`src/rtl/dlb_policer_pkg.sv`:
```
package dlb_policer_pkg;
  localparam int FILL_W      = 23;
  localparam int RATE_W      = 16;
  localparam int BURST_W     = 7;
  localparam int IPG_W       = 5;
  localparam int BURST_SHIFT = 12;
  localparam int COST_HI     = 125;
  localparam int COST_LO     = 13653;

  typedef enum logic [1:0] {
    MODE_LINE   = 2'd0,
    MODE_DATA   = 2'd1,
    MODE_FRM_HI = 2'd2,
    MODE_FRM_LO = 2'd3
  } modeE;

  // strobes from control to datapath: which bucket takes the frame cost
  typedef struct packed {
    logic addC;
    logic addP;
  } strobeT;
endpackage

```
`src/rtl/dlb_policer_dp.sv`:
```
module dlb_policer_dp
  import dlb_policer_pkg::*;
#(
  parameter int LEN_W = 14
) (
  input  logic              clk,
  input  logic              rstN,
  input  logic [1:0]        mode,
  input  logic [IPG_W-1:0]  ipg,
  input  logic [RATE_W-1:0] cRate,
  input  logic [RATE_W-1:0] pRate,
  input  logic              coupled,
  input  logic              cEnable,
  input  logic              tick,
  input  logic [LEN_W-1:0]  frmLen,
  input  strobeT            strobe,
  input  logic              wrC,
  input  logic              wrP,
  input  logic [FILL_W-1:0] wrData,
  output logic [FILL_W-1:0] fillC,
  output logic [FILL_W-1:0] fillP,
  output logic [FILL_W-1:0] frmSize
);
  logic [FILL_W-1:0] cRateExt, cAfter, pAfter, cSpare, pDrain;
  logic [FILL_W:0]   cSum, pSum;
  logic [FILL_W-1:0] cNext, pNext;

  always_comb begin
    unique case (modeE'(mode))
      MODE_LINE:   frmSize = FILL_W'(frmLen) + FILL_W'(ipg);
      MODE_DATA:   frmSize = FILL_W'(frmLen);
      MODE_FRM_HI: frmSize = FILL_W'(COST_HI);
      default:     frmSize = FILL_W'(COST_LO);
    endcase
  end

  always_comb begin
    cRateExt = FILL_W'(cRate);
    cSpare   = '0;
    if (fillC >= cRateExt) cAfter = fillC - cRateExt;
    else begin
      cAfter = '0;
      cSpare = cRateExt - fillC;
    end
    pDrain = FILL_W'(pRate) + ((coupled && cEnable) ? cSpare : '0);
    pAfter = (fillP >= pDrain) ? fillP - pDrain : '0;
    if (!tick) begin
      cAfter = fillC;
      pAfter = fillP;
    end
    cSum  = {1'b0, cAfter} + {1'b0, (strobe.addC ? frmSize : '0)};
    pSum  = {1'b0, pAfter} + {1'b0, (strobe.addP ? frmSize : '0)};
    cNext = cSum[FILL_W] ? '1 : cSum[FILL_W-1:0];
    pNext = pSum[FILL_W] ? '1 : pSum[FILL_W-1:0];
  end

  always_ff @(posedge clk or negedge rstN) begin
    if (!rstN) begin
      fillC <= '0;
      fillP <= '0;
    end else begin
      fillC <= wrC ? wrData : cNext;
      fillP <= wrP ? wrData : pNext;
    end
  end

  // a written value lands in the next cycle
  a_r8_write_lands_c: assert property (@(posedge clk) disable iff (!rstN)
    wrC |=> fillC == $past(wrData));
  a_r8_write_lands_p: assert property (@(posedge clk) disable iff (!rstN)
    wrP |=> fillP == $past(wrData));
  // without an accepted frame or a write, a fill never grows
  a_r5_no_growth_c: assert property (@(posedge clk) disable iff (!rstN)
    (!strobe.addC && !wrC) |=> fillC <= $past(fillC));
  a_r5_no_growth_p: assert property (@(posedge clk) disable iff (!rstN)
    (!strobe.addP && !wrP) |=> fillP <= $past(fillP));
endmodule

```
`src/rtl/dlb_policer_ctrl.sv`:
```
module dlb_policer_ctrl
  import dlb_policer_pkg::*;
(
  input  logic               clk,
  input  logic               rstN,
  input  logic               frmVld,
  input  logic [FILL_W-1:0]  fillC,
  input  logic [FILL_W-1:0]  fillP,
  input  logic [FILL_W-1:0]  frmSize,
  input  logic [BURST_W-1:0] cBurst,
  input  logic [BURST_W-1:0] pBurst,
  input  logic [RATE_W-1:0]  pRate,
  input  logic               cEnable,
  input  logic               overshoot,
  output strobeT             strobe,
  output logic               verdictVld,
  output logic               verdictPass
);
  logic [FILL_W-1:0] cLimit, pLimit;
  logic cOk, pOk, bypass;

  function automatic logic accepts(input logic [FILL_W-1:0] fill,
                                   input logic [FILL_W-1:0] size,
                                   input logic [FILL_W-1:0] limit,
                                   input logic ovs);
    if (ovs) return fill < limit;
    return ({1'b0, fill} + {1'b0, size}) <= {1'b0, limit};
  endfunction

  always_comb begin
    cLimit      = FILL_W'(cBurst) << BURST_SHIFT;
    pLimit      = FILL_W'(pBurst) << BURST_SHIFT;
    bypass      = (pBurst == '0) && (pRate == '1);
    cOk         = cEnable && accepts(fillC, frmSize, cLimit, overshoot);
    pOk         = accepts(fillP, frmSize, pLimit, overshoot);
    strobe.addC = frmVld && !bypass && cOk;
    strobe.addP = frmVld && !bypass && !cOk && pOk;
  end

  always_ff @(posedge clk or negedge rstN) begin
    if (!rstN) begin
      verdictVld  <= 1'b0;
      verdictPass <= 1'b0;
    end else begin
      verdictVld  <= frmVld;
      verdictPass <= frmVld && (bypass || cOk || pOk);
    end
  end

  a_r2_verdict_follows: assert property (@(posedge clk) disable iff (!rstN)
    frmVld |=> verdictVld);
  a_r2_no_spurious: assert property (@(posedge clk) disable iff (!rstN)
    !frmVld |=> !verdictVld);
  a_r9_bypass_passes: assert property (@(posedge clk) disable iff (!rstN)
    (frmVld && pRate == '1 && pBurst == '0) |=> verdictPass);
  a_r8_full_rejects: assert property (@(posedge clk) disable iff (!rstN)
    (frmVld && fillC == '1 && fillP == '1 && !(pRate == '1 && pBurst == '0))
      |=> !verdictPass);
endmodule

```
`src/rtl/dlb_policer.sv`:
```
module dlb_policer
  import dlb_policer_pkg::*;
#(
  parameter int LEN_W = 14
) (
  input  logic               clk,
  input  logic               rstN,
  input  logic [1:0]         cfgMode,
  input  logic [IPG_W-1:0]   cfgIpg,
  input  logic [RATE_W-1:0]  cfgCRate,
  input  logic [RATE_W-1:0]  cfgPRate,
  input  logic [BURST_W-1:0] cfgCBurst,
  input  logic [BURST_W-1:0] cfgPBurst,
  input  logic               cfgCoupled,
  input  logic               cfgCEnable,
  input  logic               cfgOvershoot,
  input  logic               fillWrC,
  input  logic               fillWrP,
  input  logic [FILL_W-1:0]  fillWrData,
  input  logic               tick,
  input  logic               frmVld,
  input  logic [LEN_W-1:0]   frmLen,
  output logic               verdictVld,
  output logic               verdictPass,
  output logic [FILL_W-1:0]  fillC,
  output logic [FILL_W-1:0]  fillP
);
  strobeT            strobe;
  logic [FILL_W-1:0] frmSize;

  dlb_policer_dp #(.LEN_W(LEN_W)) u_dp (
    .clk(clk), .rstN(rstN), .mode(cfgMode), .ipg(cfgIpg),
    .cRate(cfgCRate), .pRate(cfgPRate), .coupled(cfgCoupled),
    .cEnable(cfgCEnable), .tick(tick), .frmLen(frmLen), .strobe(strobe),
    .wrC(fillWrC), .wrP(fillWrP), .wrData(fillWrData),
    .fillC(fillC), .fillP(fillP), .frmSize(frmSize)
  );

  dlb_policer_ctrl u_ctrl (
    .clk(clk), .rstN(rstN), .frmVld(frmVld), .fillC(fillC), .fillP(fillP),
    .frmSize(frmSize), .cBurst(cfgCBurst), .pBurst(cfgPBurst),
    .pRate(cfgPRate), .cEnable(cfgCEnable), .overshoot(cfgOvershoot),
    .strobe(strobe), .verdictVld(verdictVld), .verdictPass(verdictPass)
  );
endmodule

```
`config.mk`:
```
export PLATFORM = sky130hd
export DESIGN_NAME = dlb_policer
export DESIGN_NICKNAME = d
export VERILOG_FILES = /design/src/rtl/dlb_policer_pkg.sv /design/src/rtl/dlb_policer_dp.sv /design/src/rtl/dlb_policer_ctrl.sv /design/src/rtl/dlb_policer.sv
export SDC_FILE = /design/constraint.sdc
export NUM_CORES = 1
export LEC_CHECK = 0
export ABC_AREA = 0
export BUFFER_PORTS_ARGS = -buffer_cell sky130_fd_sc_hd__buf_2
export CAP_MARGIN = 20
export CORE_MARGIN = 3
export CORE_UTILIZATION = 35
export CTS_CLUSTER_DIAMETER = 80
export DETAILED_ROUTE_END_ITERATION = 16
export PLACE_DENSITY_LB_ADDON = 0.25
export SKIP_LAST_GASP = 1
export SLEW_MARGIN = 0
export SYNTH_ARGS = -nofsm -noshare
export SYNTH_HDL_FRONTEND = slang
export SYNTH_SLANG_ARGS = --single-unit
```
`constraint.sdc`:
```
create_clock -name clk -period 26.1 [get_ports clk]
set_clock_uncertainty 0.05 [all_clocks]
set_input_delay 2.61 -clock clk [delete_from_list [all_inputs] [get_ports clk]]
set_output_delay 2.61 -clock clk [all_outputs]
set_load 0.03 [all_outputs]
```
After elaboration in Yosys (flattened, before gate mapping):

Cells that the tools add are included.
Widths: inputs -> output; s select.

* bits in registers: 48
* bits in latches: 0
* RAM bits: 0
* ROM bits: 0
* input port bits: 99
* word-level logic and storage cells: 54
* memories: 0

* add/sub/neg operators: 9
* $mul: 0
* divide/modulo/power cells: 0
* $lt $le $gt $ge: 6
* equality and inequality tests: 3
* shifts and indexed selects: 0
* muxes and demuxes: 18
* bitwise gates (word level): 0
* reductions and logical operators: 14

Operators by type and width (number)
* $mux 23: 12
* $add 23x23->24: 4
* $pmux 23 s3: 1
* $le 24x19->1: 2
* $lt 23x19->1: 2
* $add 16x23->23: 1
* $ge 23x16->1: 1
* $ge 23x23->1: 1
* $sub 16x23->23: 1
* $sub 23x16->23: 1
* $sub 23x23->23: 1
* $eq 16x16->1 const B: 1
* $add 14x5->15: 1
* $logic_and 1x1->1: 8
* $logic_not 7->1: 1
* $mux 1: 5
* $eq 2x1->1 const B: 1
* $eq 2x2->1 const B: 1
* $logic_not 1->1: 2
* $logic_not 2->1: 1
* $logic_or 1x1->1: 2

Logic depth before layout (Yosys ltp):

* word-level depth: 13
* depth in mapped cells: 49
* gate-level depth less buffers: 47

Hierarchy:

Synthesis repeated with hierarchy kept, for this count alone.

* cell total of the unflattened synthesis: 1597
* area, all modules: 11715.0 µm²

Modules (own cells, without submodules)
* dlb_policer_dp: times used 1, cells each 1131, area each 8409.3 µm²
* dlb_policer_ctrl: times used 1, cells each 466, area each 3305.7 µm²

Least setup slack after synthesis:

OpenSTA, ideal clock, no wires.

* path kind: input-to-reg
* from: input port cfgCRate[1]
* to: register u_dp.fillP[21]
* library setup time: 121 ps
* arrival: 11343 ps
* setup slack: 14586 ps
* stages: 45
* buffers on the path: 2
* path through: inv_1 ha_1 nor2b_1 o21ai_0 a21boi_0 o31ai_1 a21oi_1 o21ai_0 nand3_1 clkbuf_1 nor2_1 ha_1 nor2b_1 o21ai_0 a21oi_1 o21ai_0 a21oi_1 o21a_1 [9 not listed] a21o_1 nor3_1 nor2_2 nand2_1 or3_1 o21ai_0 ha_1 a21o_1 nand2_1 a21oi_1 o211a_1 o221a_2 o31a_1 o41ai_2 or3_4 nor3_1 a211o_1 a22o_1

* word-level cells in the longest chain between the ends: 10

Ends and longest elaborated chain
* from (decl): line dlb_policer.sv:10 `input logic [RATE_W-1:0] cfgCRate,`
* $sub 16x23->23 / $ge 23x16->1 (equally long branches): line dlb_policer_dp.sv:43, dlb_policer_dp.sv:40
* $mux 23 (*): line dlb_policer_dp.sv:40 `if (fillC >= cRateExt) cAfter = fillC - cRateExt;`
* $mux 23 (*): line dlb_policer_dp.sv:45 `pDrain = FILL_W'(pRate) + ((coupled && cEnable) ? cSpare : '0);`
* $add 16x23->23 (*): line dlb_policer_dp.sv:45
* $sub 23x23->23 / $ge 23x23->1 (equally long branches): line dlb_policer_dp.sv:46 `pAfter = (fillP >= pDrain) ? fillP - pDrain : '0;`
* $mux 23 (*): line dlb_policer_dp.sv:46
* $mux 23 (*): line dlb_policer_dp.sv:47 `if (!tick) begin`
* $add 23x23->24 (*): line dlb_policer_dp.sv:52 `pSum = {1'b0, pAfter} + {1'b0, (strobe.addP ? frmSize : '0)};`
* $mux 23 (*): line dlb_policer_dp.sv:54 `pNext = pSum[FILL_W] ? '1 : pSum[FILL_W-1:0];`
* $mux 23 (*): line dlb_policer_dp.sv:63 `fillP <= wrP ? wrData : pNext;`
* to (signal assigned): line dlb_policer_dp.sv:63
* to (decl): line dlb_policer_dp.sv:21 `output logic [FILL_W-1:0] fillP,`

Every way passes the cells marked *; elsewhere a longest branch is shown, timed or not.

Worst setup path in the final report:

* from: input port cfgCRate[1]
* to: register u_dp.fillP[17]

The elaborated chain is that of the path after synthesis.

==> flow_summary_export.csv <==
group,metric,value,unit
synth,synth-async-reset-ratio,100,%
layout,seq_area,1200,um^2
synth,synth-seq-cells,48,
critical_path,startpoint,"cfgCRate[1]",
clock_network,cts_resized,0,
floorplanning,io_pins,147,
global_routing,globalRouteOverflowTotal,0,
detailed_routing,wire_per_inst,19.6,um
detailed_routing,drt-total-wl,39900,um
detailed_routing,vias,11700,
placement,port_buffers,146,
layout,n_fill_cell,3266,
floorplanning,num_rows,64,
layout,antenna_cells,0,
pwr,p_leak,0.00590,uW
layout,drive_gt1_share,11.9,%
critical_path,critPathKind,"input pin to flip-flop",
clock_network,htreeDepth,2,
clock_network,insertion_delay,0.30,ns
layout,utilization,39.7,%
synth,ys.flop_type,"dfrtp_1",
clock_network,clk_pin_slew,0.07,ns
critical_path,reg2reg_slack,14.18,ns
timing,worst_slack,12.21,ns
placement,pre_cts_slack,12.10,ns
detailed_routing,routed_via_density,5.75,
critical_path,critPathArrivalTime,14.00,ns
floorplanning,die_w,185,um
synth,synth_area_leaders,"ha_1 18%, dfrtp_1 11%, xnor2_1 5.6%",
pwr,powerDensity,51.9,nW/um^2
synth,yosysTopAreaCellShare,17.9,%
critical_path,worst-path-stages,44,
synth,synth_edf_count,0,
detailed_routing,drc_errors,0,
synth,syn_avg_cell_area,7.26,um^2
layout,num-nets-final,1911,
critical_path,required,26.21,ns
timing,hold_viol,0,
synth,ys_seq_area_share,10.7,%
critical_path,critPathCaptureType,"flip-flop",
timing,rsz0062_at_grt,"false",
timing,finalSetupViolations,0,
run,cap_violations,0,
timing,period_share,53.2,%
detailed_routing,drtPass1Iterations,5,
floorplanning,die_area,34200,um^2
synth,ys_warn_count,0,
floorplanning,die_height,185,um
placement,place_area,12200,um^2
timing,fmax,0.0720,GHz
outcome,run_status,"complete, no violations",
clock_network,post_cts_buffers,0,
floorplanning,fp.coreArea,31100,um^2
layout,final_cell_area,12300,um^2
critical_path,reg2reg_from,"u_dp.fillC[1]$_DFF_PN0_",
clock_network,numClockSinks,48,
global_routing,grt_first_pass_wirelength,60700,um
synth,syn-num-nets,1809,
clock_network,cts-buffers-inserted,5,
placement,gp_congestion,0.915,
critical_path,reg2reg_depth,42,
critical_path,r2r-end,"u_dp.fillP[17]$_DFF_PN0_",
timing,max-slew-margin-rel,41.2,%
critical_path,critPathLaunchType,"input pin",
floorplanning,start_util,36.0,%
synth,syn_inst,1541,
clock_network,clk_path_buf_depth,2,
timing,worst_pin_slew,0.873,ns
layout,multiInputGateArea,9270,um^2
synth,yosys.area.top_type,"ha_1",
clock_network,holdBufCountCts,0,
critical_path,slowest_delay,0.77,ns
timing,slew_viol_final,0,
critical_path,cp_slowest_cell,"o21ai_0",
pwr,vdd_drop_max,22.9,uV
global_routing,grt_pass1_vias,11200,
clock_network,root_buffer,"clkbuf_16",
timing,setup-tns-final,0,ns
layout,area_growth,10.2,%
detailed_routing,drtIter0Drc,801,
global_routing,grt_max_degree,50,
critical_path,crit_family,"compound AO/OA/AOI/OAI gates",
layout,layout_common_cells,"160 x ha_1, 150 x nor2_1, 146 x buf_2",
global_routing,grt_use_total,22.5,%
critical_path,endpoint,"u_dp.fillP[17]$_DFF_PN0_",
clock_network,cts_tree,"done",
critical_path,crit_buf_inv,2,
critical_path,crit_top_cell,"o21ai_0",
detailed_routing,ant_nets,0,
layout,final_common_cell,"ha_1",
global_routing,antenna_found_initial,0,
placement,hpwl,34000,um
synth,synthesis.area,11200,um^2
min_path,hold_path.class,"flip-flop to flip-flop",
critical_path,cp_max_fo,16,
timing,finalCriticalPeriod,13.89,ns
min_path,min_from,"u_dp.fillC[20]$_DFF_PN0_",
synth,synth_cell_types,92,
state kept, by name, indices dropped and copies added (netlist names):
register and count:
u_ctrl.verdictPass 1, u_dp.fillP 23, u_dp.fillC 23, u_ctrl.verdictVld 1
cells by family (layout without fill, tap and decap cells):
family                   after synthesis  in the layout  share of synthesized area [%]
buffers and inverters                180            283                           6.46
AND/OR/NAND/NOR                      516            516                           23.3
AO/OA/AOI/OAI                        496            496                           29.5
XOR/XNOR                             118            118                           9.23
adder cells (fa/ha/maj)              173            173                           19.9
flip-flops                            48             48                           10.7
multiplexers                          10             10                          0.906
synth_stat cells, drive strengths merged, types with 14 or more instances:
| library cell | number |
|---|---|
| nor2 | 151 |
| o21ai | 108 |
| o21a | 35 |
| xnor2 | 71 |
| or3 | 18 |
| ha | 160 |
| nor4 | 16 |
| buf | 23 |
| nand4 | 25 |
| nor2b | 25 |
| clkbuf | 31 |
| nand2 | 103 |
| a211oi | 14 |
| xor2 | 47 |
| a21o | 55 |
| nand3 | 43 |
| a31oi | 28 |
| dfrtp | 48 |
| nand2b | 36 |
| a21oi | 121 |
| nor3 | 43 |
| inv | 124 |
layer usage:
layer,vias to the layer above,part of all wire [%],track usage [%],wire [um]
met2,348,46,38.1,18400
li1,5808,-,-,-
met3,55,6.0,2.47,2410
met4,0,2.9,6.78,1160
met5,-,0,0,0
met1,5517,45,30.3,17900
worst min path at each step:
stage / endpoint / cells after the start / slack (ns)
final: u_dp.fillC[21]$_DFF_PN0_ / 3 / 0.89
after global routing: u_dp.fillP[0]$_DFF_PN0_ / 4 / 0.94
after CTS: u_dp.fillC[21]$_DFF_PN0_ / 3 / 0.89
after detailed placement: u_dp.fillP[0]$_DFF_PN0_ / 4 / 0.87
after global placement: u_dp.fillP[0]$_DFF_PN0_ / 4 / 0.86
after floorplan: u_dp.fillC[21]$_DFF_PN0_ / 3 / 0.93
worst reg2reg max path: cells and delay by family (launching register included):
kind / cells / cell delay (ns)
compound gates: 24 / 6.71
xor+xnor: 1 / 0.16
fa+ha+maj: 4 / 1.38
flops: 1 / 0.53
simple gates: 13 / 2.94
through the flow:
step,total power [uW],hold slack [ns],cells
floorplan,444,0.934,1541
global placement,564,0.864,2032
detailed placement,566,0.871,2032
CTS,636,0.892,2040
global route,693,0.938,2040
finish,640,0.894,2040
report_power, final:
part	switching (uW)	internal, uW	leakage [uW]	total, uW
clock	30.2	38.4	0.0000712	68.6
sequential	27.8	85.6	0.000562	113
combinational	279	179	0.00527	458
total	337	303	0.00590	640
area by class of cell:
type	count	share of cell area, %
multi-input cells	1313	75.1
inverters	126	3.83
flip-flops and latches	48	9.74
clock buffers	8	1.19
repair buffers	149	6.11
well taps	396	4.02
Note: power is estimated with default switching activity, not from simulation.
